## src/rtl/fdc_rm_pkg.sv

```systemverilog
// Shared encodings for the floppy reset/mode control slice.
package fdc_rm_pkg;
    // Interface mode field values
    typedef enum logic [1:0] {
        MODE_STD     = 2'd0,
        MODE_ALWAYS  = 2'd1,
        MODE_GATED_L = 2'd2,
        MODE_RSVD    = 2'd3
    } ifc_mode_e;

    // Reset source code, higher value wins
    typedef enum logic [1:0] {
        SRC_NONE = 2'd0,
        SRC_RATE = 2'd1,
        SRC_CTL  = 2'd2,
        SRC_HW   = 2'd3
    } rst_src_e;

    // Packed drive status layout
    typedef struct packed {
        logic       zero7;
        logic       wp;
        logic       one5;
        logic       trk0;
        logic       one3;
        logic       head;
        logic [1:0] dsel;
    } drv_status_t;
endpackage

```

## src/rtl/fdc_rm_reset_ctl.sv

```systemverilog
// Reset arbitration. Holds the sticky control reset bit and the DMA-enable bit,
// and the self-clearing rate reset counter. Combines them with the hardware
// reset into the core reset and a prioritised source code.
// Assumes: rst_n is synchronous, active low; host strobes are one-cycle pulses.
module fdc_rm_reset_ctl
    import fdc_rm_pkg::*;
#(
    parameter int RATE_HOLD = 16
) (
    input  logic       clk,
    input  logic       rst_n,
    input  logic       ctl_wr,
    input  logic       ctl_wr_rst,
    input  logic       ctl_wr_dma,
    input  logic       rate_wr,
    input  logic       rate_wr_rst,
    output logic       ctl_rst_q,
    output logic       ctl_dma_q,
    output logic       rate_rst_q,
    output logic       core_rst,
    output rst_src_e   src
);
    localparam int CNT_W = $clog2(RATE_HOLD + 1);
    localparam logic [CNT_W-1:0] HOLD_V = CNT_W'(RATE_HOLD);

    logic [CNT_W-1:0] rate_cnt;

    // Control register: hardware reset sets the reset bit and clears DMA enable
    always_ff @(posedge clk) begin
        if (!rst_n) begin
            ctl_rst_q <= 1'b1;
            ctl_dma_q <= 1'b0;
        end else if (ctl_wr) begin
            ctl_rst_q <= ctl_wr_rst;
            ctl_dma_q <= ctl_wr_dma;
        end
    end

    // Rate reset counter: loads on a write of the reset bit, then counts out
    always_ff @(posedge clk) begin
        if (!rst_n) begin
            rate_cnt <= '0;
        end else if (rate_wr && rate_wr_rst) begin
            rate_cnt <= HOLD_V;
        end else if (rate_cnt != '0) begin
            rate_cnt <= rate_cnt - 1'b1;
        end
    end

    assign rate_rst_q = (rate_cnt != '0);

    // Core reset and priority encoding of the active source
    always_comb begin
        core_rst = !rst_n || ctl_rst_q || rate_rst_q;
        if (!rst_n)          src = SRC_HW;
        else if (ctl_rst_q)  src = SRC_CTL;
        else if (rate_rst_q) src = SRC_RATE;
        else                 src = SRC_NONE;
    end
endmodule

```

## src/rtl/fdc_rm_core_state.sv

```systemverilog
// Core state touched by reset: power-down, polling option, command-phase ready
// and the timing word that survives every reset.
// Assumes: core_rst already includes the hardware reset.
module fdc_rm_core_state #(
    parameter int TIMING_W = 8
) (
    input  logic                clk,
    input  logic                core_rst,
    input  logic                pd_req,
    input  logic                cfg_wr,
    input  logic                cfg_poll_off,
    input  logic                spec_wr,
    input  logic [TIMING_W-1:0] spec_data,
    output logic                pd_active,
    output logic                poll_en,
    output logic                cmd_ready,
    output logic [TIMING_W-1:0] timing_q
);
    // Power-down: any reset wakes the core; requests ignored during reset
    always_ff @(posedge clk) begin
        if (core_rst)    pd_active <= 1'b0;
        else if (pd_req) pd_active <= 1'b1;
    end

    // Polling option: reset re-enables polling
    always_ff @(posedge clk) begin
        if (core_rst)    poll_en <= 1'b1;
        else if (cfg_wr) poll_en <= !cfg_poll_off;
    end

    // Command-phase ready follows reset release by one register
    always_ff @(posedge clk) begin
        cmd_ready <= !core_rst;
    end

    // Timing word: intentionally without reset so it survives all sources
    always_ff @(posedge clk) begin
        if (spec_wr) timing_q <= spec_data;
    end
endmodule

```

## src/rtl/fdc_rm_mode_map.sv

```systemverilog
// Interface-mode decode: effective DMA/interrupt enables and the
// density-select polarity. Purely combinational.
module fdc_rm_mode_map
    import fdc_rm_pkg::*;
(
    input  logic [1:0] mode_sel,
    input  logic       ctl_dma_q,
    input  logic       dens_req,
    output logic       dma_en_eff,
    output logic       irq_en_eff,
    output logic       dens_out
);
    logic force_en;
    logic dens_low;

    // Decode the mode into an enable override and a polarity select
    always_comb begin
        unique case (ifc_mode_e'(mode_sel))
            MODE_ALWAYS:  begin force_en = 1'b1; dens_low = 1'b1; end
            MODE_GATED_L: begin force_en = 1'b0; dens_low = 1'b1; end
            default:      begin force_en = 1'b0; dens_low = 1'b0; end
        endcase
    end

    // Apply the override and polarity
    always_comb begin
        dma_en_eff = force_en || ctl_dma_q;
        irq_en_eff = force_en || ctl_dma_q;
        dens_out   = dens_req ^ dens_low;
    end
endmodule

```

## src/rtl/fdc_rm_status.sv

```systemverilog
// Packs the drive pins into the status byte with its constant bits.
module fdc_rm_status
    import fdc_rm_pkg::*;
(
    input  logic       wp_in,
    input  logic       trk0_in,
    input  logic       head_in,
    input  logic [1:0] dsel_in,
    output logic [7:0] status_byte
);
    drv_status_t st;

    // Fill the packed layout
    always_comb begin
        st.zero7 = 1'b0;
        st.wp    = wp_in;
        st.one5  = 1'b1;
        st.trk0  = trk0_in;
        st.one3  = 1'b1;
        st.head  = head_in;
        st.dsel  = dsel_in;
        status_byte = st;
    end
endmodule

```

## src/rtl/fdc_rstmode_ctl.sv

```systemverilog
// Top of the floppy reset/mode slice. Wires reset arbitration, core state,
// mode decode and status packing together.
// Assumes: single clock domain, synchronous active-low hardware reset.
module fdc_rstmode_ctl
    import fdc_rm_pkg::*;
#(
    parameter int RATE_HOLD = 16,
    parameter int TIMING_W  = 8
) (
    input  logic                clk,
    input  logic                rst_n,
    input  logic                ctl_wr,
    input  logic                ctl_wr_rst,
    input  logic                ctl_wr_dma,
    input  logic                rate_wr,
    input  logic                rate_wr_rst,
    input  logic                spec_wr,
    input  logic [TIMING_W-1:0] spec_data,
    input  logic                cfg_wr,
    input  logic                cfg_poll_off,
    input  logic                pd_req,
    input  logic [1:0]          mode_sel,
    input  logic                dens_req,
    input  logic                wp_in,
    input  logic                trk0_in,
    input  logic                head_in,
    input  logic [1:0]          dsel_in,
    output logic                core_rst,
    output logic                ctl_rst_rd,
    output logic                rate_rst_rd,
    output logic [1:0]          reset_src,
    output logic                dma_en_eff,
    output logic                irq_en_eff,
    output logic                dens_out,
    output logic                pd_active,
    output logic                poll_en,
    output logic                cmd_ready,
    output logic [TIMING_W-1:0] timing_q,
    output logic [7:0]          status_byte
);
    logic     ctl_dma_q;
    rst_src_e src;

    fdc_rm_reset_ctl #(.RATE_HOLD(RATE_HOLD)) u_rst (
        .clk        (clk),
        .rst_n      (rst_n),
        .ctl_wr     (ctl_wr),
        .ctl_wr_rst (ctl_wr_rst),
        .ctl_wr_dma (ctl_wr_dma),
        .rate_wr    (rate_wr),
        .rate_wr_rst(rate_wr_rst),
        .ctl_rst_q  (ctl_rst_rd),
        .ctl_dma_q  (ctl_dma_q),
        .rate_rst_q (rate_rst_rd),
        .core_rst   (core_rst),
        .src        (src)
    );

    assign reset_src = src;

    fdc_rm_core_state #(.TIMING_W(TIMING_W)) u_state (
        .clk         (clk),
        .core_rst    (core_rst),
        .pd_req      (pd_req),
        .cfg_wr      (cfg_wr),
        .cfg_poll_off(cfg_poll_off),
        .spec_wr     (spec_wr),
        .spec_data   (spec_data),
        .pd_active   (pd_active),
        .poll_en     (poll_en),
        .cmd_ready   (cmd_ready),
        .timing_q    (timing_q)
    );

    fdc_rm_mode_map u_mode (
        .mode_sel  (mode_sel),
        .ctl_dma_q (ctl_dma_q),
        .dens_req  (dens_req),
        .dma_en_eff(dma_en_eff),
        .irq_en_eff(irq_en_eff),
        .dens_out  (dens_out)
    );

    fdc_rm_status u_stat (
        .wp_in      (wp_in),
        .trk0_in    (trk0_in),
        .head_in    (head_in),
        .dsel_in    (dsel_in),
        .status_byte(status_byte)
    );
endmodule

```

## config.mk

```make
export PLATFORM = sky130hd
export DESIGN_NAME = fdc_rstmode_ctl
export DESIGN_NICKNAME = d
export VERILOG_FILES = /design/src/rtl/fdc_rm_pkg.sv /design/src/rtl/fdc_rm_reset_ctl.sv /design/src/rtl/fdc_rm_core_state.sv /design/src/rtl/fdc_rm_mode_map.sv /design/src/rtl/fdc_rm_status.sv /design/src/rtl/fdc_rstmode_ctl.sv
export SDC_FILE = /design/constraint.sdc
export NUM_CORES = 1
export LEC_CHECK = 0
export ABC_CLOCK_PERIOD_IN_PS = 2000
export BUFFER_PORTS_ARGS = -buffer_cell sky130_fd_sc_hd__buf_2
export CORE_MARGIN = 1.5
export CORE_UTILIZATION = 39
export DETAILED_ROUTE_END_ITERATION = 8
export GPL_TIMING_DRIVEN = 0
export PLACE_DENSITY = 0.8
export RECOVER_POWER = 100
export SYNTH_ARGS = -nofsm -noshare
export SYNTH_HDL_FRONTEND = slang
export SYNTH_SLANG_ARGS = --single-unit
```

## constraint.sdc

```tcl
create_clock -name clk -period 2 [get_ports clk]
set_input_delay 0.2 -clock clk [delete_from_list [all_inputs] [get_ports clk]]
set_output_delay 0.2 -clock clk [all_outputs]
set_load 0.05 [all_outputs]
```

==> impl_metrics.csv, run 1 <==
group,metric,value,unit
worst_setup_path,setup.reg_to_reg.worst_slack,500,ps
synthesis,avgSynthCellArea,11.49,um2
worst_setup_path,timing.reg2reg.worst_path_depth,5,
clocking,cts_root_buf,"sky130_fd_sc_hd__clkbuf_4",
place,detailedPlacementHpwl,1.074,mm
finish,finish.net_count,147,
synthesis,syn-cell-area,758.2,um2
pwr,power-per-cell-area,1148,nW/um2
timing,fmaxAchievable,523.1,MHz
floorplanning,placeable_core_region,1783,um2
clocking,cts.hold.buffers_added,0,
timing,slew_headroom,0.5990,
worst_setup_path,cp_max_fo,6,
worst_setup_path,reg_to_reg_critical_path_startpoint,"u_rst.rate_cnt[0]$_SDFFE_PP0P_",
timing,slew_at_the_pin_with_the_worst_max_slew_slack,604.1,ps
floorplanning,initial_utilization,0.4253,
floorplanning,die_height,47.09,um
global_routing,groute.usage.overall,0.1193,
min_path,timing.hold.worst.class,"input port to flip-flop",
clocking,htree_levels,1,
finish,stdcell_count,141,
worst_setup_path,crit_path_start_kind,"flip-flop",
clocking,clockBufferDepth,2,
pwr,static-leakage-power,0.0004526,uW
worst_setup_path,path_class,"flip-flop to output pin",
floorplanning,row_count,15,
clocking,tritoncts,"yes",
detailed_routing,route.antenna.remaining_nets,0,
worst_setup_path,critical_path_required,1800,ps
global_routing,grt_antenna_before_repair,0,
min_path,timing.hold.worst_endpoint,"u_state.timing_q[5]$_DFFE_PP_",
place,routabilityCongestion,0.7277,
min_path,holdPathStages,1,
timing,tns,0,ps
detailed_routing,detail_route.iter0.violations,4,
worst_setup_path,endpoint_kind,"output pin",
finish,mostFrequentLayoutCell,"sky130_fd_sc_hd__clkbuf_1",
min_path,holdCritStartpoint,"spec_data[5]",
floorplanning,die_w,47.09,um
timing,clock_skew,3.373,ps
detailed_routing,vias,594,
synthesis,synth.yosys.warnings,0,
synthesis,netlist-cell-type-count,23,
clocking,clock_transition_at_path_regs,90,ps
synthesis,dominantRegCellSynth,"sky130_fd_sc_hd__dfxtp_1",
synthesis,seq_area_frac_synth,0.5809,
floorplanning,fp.dieArea,2217,um2
pwr,ir_drop,0.9373,mV
timing,hold-worst-slack,99.22,ps
synthesis,syn_inst,66,
finish,layout-area-overhead-vs-synth,35.97,%
finish,num_antenna_cells,0,
place,dpl.cell_count,137,
place,port-buffer-count,45,
timing,final_setup_violation_count,0,
global_routing,grt_pass1_vias,480,
timing,maxSlewViolCount,0,
timing,min_period_over_period,0.9559,
detailed_routing,detail_route.wl_per_cell,8.950,um
global_routing,grt_pass1_wl,1.897,mm
timing,final-hold-violation-count,0,
global_routing,grt_max_degree,10,
synthesis,synth.ff_latch_count,18,
detailed_routing,remaining_drc_errors,0,
finish,drive_above_1_share,0.3534,
global_routing,grt.overflow.total,0,
finish,finalCoreUtilization,0.5782,
detailed_routing,drt_pre_antenna_iters,3,
worst_setup_path,timing.critical_path.arrival,1710,ps
worst_setup_path,crit-reg2reg-capture,"u_rst.rate_cnt[1]$_SDFFE_PP0P_",
timing,post-route-min-period,1912,ps
timing,rsz0062_at_grt,"no",
clocking,cts-buffers-inserted,3,
detailed_routing,detail_route.vias_per_cell,4.213,
floorplanning,ioPinCount,54,
clocking,cts.sinks,18,
synthesis,asyncSetResetFlopFracSynth,0,
clocking,clk_latency,270,ps
detailed_routing,totalWireLength,1.262,mm
finish,layout.cells.most_common_list,"sky130_fd_sc_hd__clkbuf_1, sky130_fd_sc_hd__buf_2, sky130_fd_sc_hd__buf_4, sky130_fd_sc_hd__dfxtp_1, sky130_fd_sc_hd__edfxtp_1",
status,outcome,"complete, no violations",
run,max_cap_violations,0,
synthesis,synth_edf_count,8,
cell families (layout without fill, tap and decap cells):
| group | count (synthesis) | after routing | share of synthesized area |
|---|---|---|---|
| flops | 18 | 18 | 0.5809 |
| simple gates | 18 | 18 | 0.1337 |
| buf+inv | 15 | 64 | 0.1205 |
| compound gates | 5 | 5 | 0.04951 |
| xor+xnor | 4 | 4 | 0.04620 |
| fa+ha+maj | 2 | 2 | 0.03300 |
| other cells | 2 | 3 | 0.009905 |
| mux | 2 | 2 | 0.02640 |
final cells by class:
type | count | area [um2]
timing repair buffer | 46 | 210.2
fill | 173 | 752.0
multi-input combinational | 34 | 231.5
buffer | 10 | 75.07
sequential | 18 | 441.7
clock buffer | 3 | 22.52
inverter | 5 | 18.77
tap | 25 | 31.28
state kept, by name, indices dropped and copies added, names as in the netlist:
signal	count
u_state.cmd_ready	1
u_state.poll_en	1
u_state.pd_active	1
u_rst.ctl_rst_q	1
u_state.timing_q	8
u_rst.ctl_dma_q	1
u_rst.rate_cnt	5
through the flow:
| stage | worst slack (ps) | total power (uW) | cell area (um2) |
|---|---|---|---|
| 6_report | 88.22 | 1184 | 1031 |
| 5_1_grt | 5.470 | 1270 | 1031 |
| 4_1_cts | 6.170 | 1204 | 1052 |
| 3_5_place_dp | 222.9 | 1043 | 1022 |
| 3_3_place_gp | 238.6 | 1031 | 1022 |
| 2_1_floorplan | 182.0 | 937.1 | 765.7 |
cells in the mapped netlist, types with 2 or more instances:
cell type | instances | area share
sky130_fd_sc_hd__buf_4 | 9 | 0.089
sky130_fd_sc_hd__conb_1 | 2 | 0.0099
sky130_fd_sc_hd__dfxtp_1 | 10 | 0.26
sky130_fd_sc_hd__edfxtp_1 | 8 | 0.32
sky130_fd_sc_hd__ha_1 | 2 | 0.033
sky130_fd_sc_hd__inv_1 | 5 | 0.025
sky130_fd_sc_hd__mux2i_1 | 2 | 0.026
sky130_fd_sc_hd__nand2_1 | 6 | 0.030
sky130_fd_sc_hd__nor2_1 | 4 | 0.020
sky130_fd_sc_hd__o21ai_0 | 2 | 0.013
sky130_fd_sc_hd__xnor2_1 | 4 | 0.046
per-layer routing:
layer / track usage / part of all wire / wire [um] / up-vias
met5: 0 / 0 / 0 / -
met4: 0.03333 / 0 / 0 / 0
met3: 0.03846 / 0.11 / 140 / 0
met2: 0.2055 / 0.47 / 599 / 34
met1: 0.1425 / 0.41 / 522 / 258
li1: - / - / - / 302
power breakdown:
group	switching [uW]	total, uW	internal, uW
clock network	88.8	158	69.5
registers	38.4	480	442
logic	352	545	193
how the worst max path moves through the flow:
stage	start	endpoint	slack, ps
after detailed placement	u_rst.rate_cnt[0]$_SDFFE_PP0P_	core_rst	220
after floorplan	u_rst.ctl_rst_q$_SDFFE_PN1P_	core_rst	180
final	u_rst.rate_cnt[0]$_SDFFE_PP0P_	reset_src[0]	90
after global routing	u_rst.rate_cnt[0]$_SDFFE_PP0P_	reset_src[0]	5
after CTS	u_rst.rate_cnt[0]$_SDFFE_PP0P_	reset_src[0]	6
after global placement	u_rst.rate_cnt[0]$_SDFFE_PP0P_	core_rst	240
worst max-delay path: stages, from the launching register on:
cell                      delay, ps
sky130_fd_sc_hd__dfxtp_2        340
sky130_fd_sc_hd__inv_1           60
sky130_fd_sc_hd__ha_2           180
sky130_fd_sc_hd__or4b_1         430
sky130_fd_sc_hd__buf_4          170
sky130_fd_sc_hd__inv_1           60
sky130_fd_sc_hd__o21ai_2         50
sky130_fd_sc_hd__buf_6          150
repair_timing:
action / in CTS / in global routing
endpoints found under the setup margin: 1 / 2
setup buffers: 1 / 0
gates resized for setup: 0 / 8
pin swaps: 1 / 0
Note: power is estimated with default switching activity, not from simulation.
==> run 2: changes to the inputs <==
Settings changed: ABC_AREA from default to 1, PLACE_DENSITY 0.8 to 0.79.
==> impl_metrics.csv, run 2 <==
group,metric,value,unit
global_routing,grt_pass1_vias,539,
finish,layout-area-overhead-vs-synth,34.61,%
clocking,post-cts-setup-buffers,0,
clocking,tritoncts,"yes",
pwr,power-per-cell-area,1287,nW/um2
synthesis,synth-adder-area-share,0.03190,
timing,tns,0,ps
status,outcome,"complete, no violations",
run,max_cap_violations,0,
worst_setup_path,timing.reg2reg.worst_path_depth,5,
finish,largestRegisters,"u_state.timing_q: 8 flops, u_rst.rate_cnt: 5 flops",
finish,finish.net_count,159,
clocking,cts_root_buf,"sky130_fd_sc_hd__clkbuf_4",
global_routing,grt_max_degree,11,
global_routing,grt_pass1_wl,2.083,mm
place,dpl-instance-area,1047,um2
synthesis,synthesized_area_fraction_occupied_by_ao_oa_aoi_and_oai_cells,0.05104,
synthesis,dominantRegCellSynth,"sky130_fd_sc_hd__dfxtp_1",
min_path,holdPathStages,1,
worst_setup_path,critical_path_required,1800,ps
synthesis,ranking_of_synthesized_cells_by_area,"sky130_fd_sc_hd__edfxtp_1, sky130_fd_sc_hd__dfxtp_1, sky130_fd_sc_hd__buf_4",
floorplanning,initial_utilization,0.4082,
place,port-buffer-count,45,
clocking,clk_latency,300,ps
timing,final-hold-violation-count,0,
detailed_routing,totalWireLength,1.499,mm
clocking,clock_transition_at_path_regs,100,ps
place,detailedPlacementHpwl,1.249,mm
detailed_routing,drt_pre_antenna_iters,4,
floorplanning,fp.dieArea,2290,um2
timing,clock_skew,10.13,ps
synthesis,seq_area_frac_synth,0.5614,
pwr,static-leakage-power,0.0004972,uW
timing,min_period_over_period,0.9140,
detailed_routing,detail_route.vias_per_cell,4.192,
synthesis,netlist-cell-type-count,19,
synthesis,synth-xor-area-share,0.02233,
synthesis,synthSimpleGateAreaFrac,0.1754,
detailed_routing,detail_route.wl_per_cell,9.609,um
timing,slew_at_the_pin_with_the_worst_max_slew_slack,602.5,ps
worst_setup_path,timing.critical_path.cells,"inv_1, ha_1, nand3_4, inv_1, o21ai_1, clkbuf_2",
finish,largest_register_ff_count,8,
timing,rsz0062_at_grt,"no",
synthesis,synth_area_leader_cell,"sky130_fd_sc_hd__edfxtp_1",
worst_setup_path,critPathSlowestCell,"sky130_fd_sc_hd__dfxtp_1",
clocking,cts.hold.buffers_added,0,
floorplanning,placeable_core_region,1922,um2
worst_setup_path,crit_path_start_kind,"flip-flop",
synthesis,synth_edf_count,8,
clocking,post_cts_resized,0,
worst_setup_path,cp_max_fo,7,
synthesis,synth_top_family_by_area,"simple AND/OR/NAND/NOR gates",
finish,mostFrequentLayoutCell,"sky130_fd_sc_hd__clkbuf_1",
floorplanning,row_count,16,
worst_setup_path,path_class,"flip-flop to output pin",
synthesis,asyncSetResetFlopFracSynth,0,
timing,fmaxAchievable,547.1,MHz
finish,drive_above_1_share,0.3333,
detailed_routing,route.antenna.remaining_nets,0,
clocking,cts.sinks,18,
global_routing,groute.usage.overall,0.1347,
synthesis,post-synth-top-count-cell,"sky130_fd_sc_hd__inv_1",
floorplanning,ioPinCount,54,
finish,nFillCells,209,
global_routing,grt.overflow.total,0,
finish,finish.instance_area,1056,um2
worst_setup_path,cpMostUsedCell,"sky130_fd_sc_hd__inv_1",
floorplanning,die_w,47.85,um
timing,post-route-min-period,1828,ps
min_path,timing.hold.worst.class,"input port to flip-flop",
global_routing,grt_antenna_before_repair,0,
pwr,ir_drop,0.5334,mV
finish,layout.cells.most_common_list,"sky130_fd_sc_hd__clkbuf_1, sky130_fd_sc_hd__buf_2, sky130_fd_sc_hd__inv_1, sky130_fd_sc_hd__nand2_1, sky130_fd_sc_hd__dfxtp_1",
place,routabilityCongestion,0.6929,
synthesis,syn_inst,79,
synthesis,avgSynthCellArea,9.930,um2
timing,maxSlewViolCount,0,
detailed_routing,remaining_drc_errors,0,
synthesis,synth.ff_latch_count,18,
clocking,htree_levels,1,
detailed_routing,vias,654,
finish,max_flop_register,"u_state.timing_q",
clocking,clockBufferDepth,2,
synthesis,syn-cell-area,784.5,um2
worst_setup_path,endpoint_kind,"output pin",
worst_setup_path,timing.critical_path.arrival,1630,ps
timing,final_setup_violation_count,0,
detailed_routing,detail_route.iter0.violations,2,
finish,num_antenna_cells,0,
clocking,cts-buffers-inserted,3,
synthesis,multiplexer_share_of_the_synthesized_area,0,
timing,slew_headroom,0.6001,
floorplanning,die_height,47.85,um
synthesis,synth_top_cells_by_count,"sky130_fd_sc_hd__inv_1, sky130_fd_sc_hd__nand2_1, sky130_fd_sc_hd__dfxtp_1, sky130_fd_sc_hd__buf_4, sky130_fd_sc_hd__edfxtp_1",
synthesis,yosys.area.top_type_share,0.3062,
synthesis,synth.yosys.warnings,0,
worst_setup_path,max_stage_delay,350,ps
==> run 2: changes by cell type after synthesis, moves of 2 or more <==
cell / change
sky130_fd_sc_hd__nand2_1: +5
sky130_fd_sc_hd__nand4_1: +2
sky130_fd_sc_hd__nor2_4: +2
sky130_fd_sc_hd__a21oi_1: +5
sky130_fd_sc_hd__mux2i_1: -2
sky130_fd_sc_hd__inv_1: +7
sky130_fd_sc_hd__xnor2_1: -2
==> run 2: cell type report <==
| class | instances | area [um2] | share of cell area |
|---|---|---|---|
| timing repair buffer | 45 | 197.7 | 0.1872 |
| tap | 27 | 33.78 | 0.03199 |
| inverter | 13 | 48.80 | 0.04621 |
| clock buffer | 4 | 36.28 | 0.03436 |
| sequential | 18 | 440.4 | 0.4171 |
| multi-input combinational | 40 | 231.5 | 0.2192 |
| buffer | 9 | 67.56 | 0.06398 |
==> run 2: worst max-delay path, delay by kind of cell, from the launching register on <==
kind / cells / cell delay, ps
fa+ha+maj: 1 / 290
flops: 1 / 350
compound gates: 1 / 110
simple gates: 1 / 160
buf+inv: 3 / 420
==> run 2: path summary, 6_finish.rpt <==
kind                                  start                              to  slack [ps]
max          u_rst.rate_cnt[0]$_SDFFE_PP0P_                    reset_src[0]         170
min                            spec_data[5]   u_state.timing_q[5]$_DFFE_PP_          70
max reg2reg  u_rst.rate_cnt[0]$_SDFFE_PP0P_    u_state.poll_en$_SDFFE_PN1P_         790
min reg2reg  u_rst.rate_cnt[4]$_SDFFE_PN0P_  u_rst.rate_cnt[4]$_SDFFE_PN0P_         470
==> run 2: cells by family after synthesis <==
group           Yosys count
compound gates            8
other cells               2
flops                    18
xor+xnor                  2
buf+inv                  22
simple gates             25
fa+ha+maj                 2
==> run 2: per-layer routing <==
layer	GRT usage	routed length (um)	vias up
met5	0	0	-
met4	0.06486	25	0
met3	0.03774	159	3
met2	0.2667	776	42
met1	0.1221	536	273
li1	-	-	336
==> run 2: report_power, final <==
part / internal, uW / total [uW] / switching (uW)
registers: 448 / 489 / 41.5
clock network: 111 / 220 / 109
logic: 187 / 649 / 462
total: 746 / 1360 / 612
==> run 2: stage by stage <==
| stage | hold slack, ps | setup slack, ps | total power [uW] | util | std cells |
|---|---|---|---|---|---|
| final | 72.13 | 172.0 | 1359 | 0.5495 | 156 |
| after global routing | 61.56 | 83.73 | 1441 | 0.5495 | 156 |
| after CTS | 71.87 | 182.4 | 1380 | 0.5638 | 156 |
| after detailed placement | 378.8 | 519.1 | 1156 | 0.5449 | 152 |
| after global placement | 377.1 | 569.1 | 1127 | 0.5449 | 152 |
| after floorplan | 289.4 | 158.6 | 1021 | - | 80 |
==> run 3: changes to the inputs <==
Settings changed: HOLD_SLACK_MARGIN from default to 0.1.
==> impl_metrics.csv, run 3 (synthesis results as in run 2) <==
group,metric,value,unit
finish,finish.net_count,169,
finish,nFillCells,195,
timing,min_period_over_period,0.9139,
clocking,htree_levels,1,
place,detailedPlacementHpwl,1.249,mm
finish,max_flop_register,"u_state.timing_q",
finish,mostFrequentLayoutCell,"sky130_fd_sc_hd__clkbuf_1",
floorplanning,die_w,47.85,um
floorplanning,row_count,16,
worst_setup_path,path_class,"flip-flop to output pin",
run,max_cap_violations,0,
timing,final_setup_violation_count,0,
worst_setup_path,max_stage_delay,350,ps
pwr,seq_power_share,0.356,
timing,final-hold-violation-count,0,
timing,slew_headroom,0.6001,
worst_setup_path,timing.critical_path.cells,"inv_1, ha_1, nand3_4, inv_1, o21ai_1, clkbuf_2",
clocking,cts_root_buf,"sky130_fd_sc_hd__clkbuf_4",
worst_setup_path,critPathSlowestCell,"sky130_fd_sc_hd__dfxtp_1",
timing,rsz0062_at_grt,"no",
pwr,power-per-cell-area,1190,nW/um2
floorplanning,ioPinCount,54,
place,dpl.cell_count,152,
worst_setup_path,endpoint_kind,"output pin",
floorplanning,initial_utilization,0.4082,
clocking,tritoncts,"yes",
detailed_routing,detail_route.wl_per_cell,9.627,um
clocking,clock_transition_at_path_regs,100,ps
detailed_routing,remaining_drc_errors,0,
finish,finalCoreUtilization,0.6009,
global_routing,grt_pass1_wl,2.256,mm
clocking,clockBufferDepth,2,
worst_setup_path,crit_path_start_kind,"flip-flop",
global_routing,grt_max_degree,11,
detailed_routing,drt_pre_antenna_iters,4,
worst_setup_path,cp_max_fo,7,
finish,largestRegisters,"u_state.timing_q: 8 flops, u_rst.rate_cnt: 5 flops",
finish,largest_register_ff_count,8,
detailed_routing,vias,694,
min_path,timing.hold.worst.class,"input port to flip-flop",
timing,fmaxAchievable,547.1,MHz
finish,drive_above_1_share,0.3022,
global_routing,groute.usage.overall,0.1447,
place,dpl-instance-area,1047,um2
worst_setup_path,cpLargestDelayFamily,"buffers and inverters",
finish,finish.instance_area,1155,um2
pwr,gate_power_share,0.483,
clocking,cts.sinks,18,
min_path,holdCritStartpoint,"pd_req",
pwr,switchingPower,615.5,uW
pwr,static-leakage-power,0.0005362,uW
place,routabilityCongestion,0.6929,
timing,post-route-min-period,1828,ps
timing,clock_skew,9.729,ps
pwr,ir_drop,0.5363,mV
pwr,cellInternalPower,758.8,uW
finish,stdcell_count,166,
pwr,share_clk_of_total_power,0.160,
worst_setup_path,timing.critical_path.arrival,1630,ps
global_routing,grt.overflow.total,0,
detailed_routing,detail_route.vias_per_cell,4.181,
clocking,post_cts_resized,0,
global_routing,grt_antenna_before_repair,0,
place,port-buffer-count,45,
detailed_routing,totalWireLength,1.598,mm
worst_setup_path,critical_path_required,1800,ps
detailed_routing,route.antenna.remaining_nets,0,
clocking,clk_latency,300,ps
timing,slew_at_the_pin_with_the_worst_max_slew_slack,602.4,ps
worst_setup_path,cpMostUsedCell,"sky130_fd_sc_hd__inv_1",
worst_setup_path,reg_to_reg_critical_path_startpoint,"u_rst.rate_cnt[0]$_SDFFE_PP0P_",
finish,num_antenna_cells,0,
finish,layout-area-overhead-vs-synth,47.21,%
floorplanning,placeable_core_region,1922,um2
finish,layout.cells.most_common_list,"sky130_fd_sc_hd__clkbuf_1, sky130_fd_sc_hd__buf_2, sky130_fd_sc_hd__inv_1, sky130_fd_sc_hd__nand2_1",
pwr,power.total,1374,uW
worst_setup_path,setup.worst_path.start,"u_rst.rate_cnt[0]$_SDFFE_PP0P_",
timing,maxSlewViolCount,0,
detailed_routing,detail_route.iter0.violations,3,
floorplanning,fp.dieArea,2290,um2
clocking,cts-buffers-inserted,3,
global_routing,grt_pass1_vias,602,
status,outcome,"complete, no violations",
worst_setup_path,cp.buffers_inverters,3,
timing,tns,0,ps
pwr,power_switching_share,0.4478,
floorplanning,die_height,47.85,um
## run 3: cell types whose count changed in the layout (fill, tap and decap cells not counted), sizes merged
cell,previous run,this run
buf,29,28
dlygate4sd3,0,10
clkbuf,29,30
## run 3: layout make-up
| cell class | count | area (um2) | area share |
|---|---|---|---|
| well taps | 27 | 33.78 | 0.02925 |
| plain buffers | 9 | 67.56 | 0.05850 |
| inverters | 13 | 48.80 | 0.04225 |
| repair buffers | 55 | 296.5 | 0.2568 |
| multi-input cells | 40 | 231.5 | 0.2004 |
| clock buffers | 4 | 36.28 | 0.03142 |
| flip-flops and latches | 18 | 440.4 | 0.3814 |
## run 3: final timing paths
| path | endpoint | slack [ps] | depth (start not counted) |
|---|---|---|---|
| worst min-delay path | u_state.pd_active$_SDFFE_PN0P_ | 120 | 3 |
| worst max-delay path | reset_src[0] | 170 | 6 |
| worst min register to register | u_rst.rate_cnt[4]$_SDFFE_PN0P_ | 470 | 2 |
| worst max register to register | u_state.poll_en$_SDFFE_PN1P_ | 790 | 5 |
## run 3: worst reg2reg max path, stage by stage (launching register included)
cell and delay (ps):
sky130_fd_sc_hd__dfxtp_1 330, sky130_fd_sc_hd__inv_1 110, sky130_fd_sc_hd__ha_1 300, sky130_fd_sc_hd__nand3_4 150, sky130_fd_sc_hd__nor2_4 130, sky130_fd_sc_hd__nand3_1 80
## run 3: repair_timing
action	in CTS	in global routing
setup buffers	0	0
hold buffers	10	0
endpoints found under the setup margin	0	0
hold endpoints to repair	10	0
## run 3: per-stage QoR
| stage | hold WS (ps) | setup WS (ps) |
|---|---|---|
| detailed placement | 378.8 | 519.1 |
| global route | 130.7 | 83.73 |
| finish | 120.0 | 172.2 |
| global placement | 377.1 | 569.1 |
| CTS | 121.4 | 182.4 |
| floorplan | 289.4 | 158.6 |
## run 3: power by group through the flow
stage          Sequential [uW]  Clock (uW)  Combinational, uW
6_report                   490         221                664
5_1_grt                    495         239                723
4_1_cts                    489         227                679
3_5_place_dp               498           0                658
3_3_place_gp               494           0                633
2_1_floorplan              562           0                459
## run 3: layer usage
layer	vias to the layer above	track usage	wire, um
met2	42	0.2960	841
met3	3	0.03396	141
met4	0	0.06486	25
li1	356	-	-
met5	-	0	0
met1	293	0.1290	590
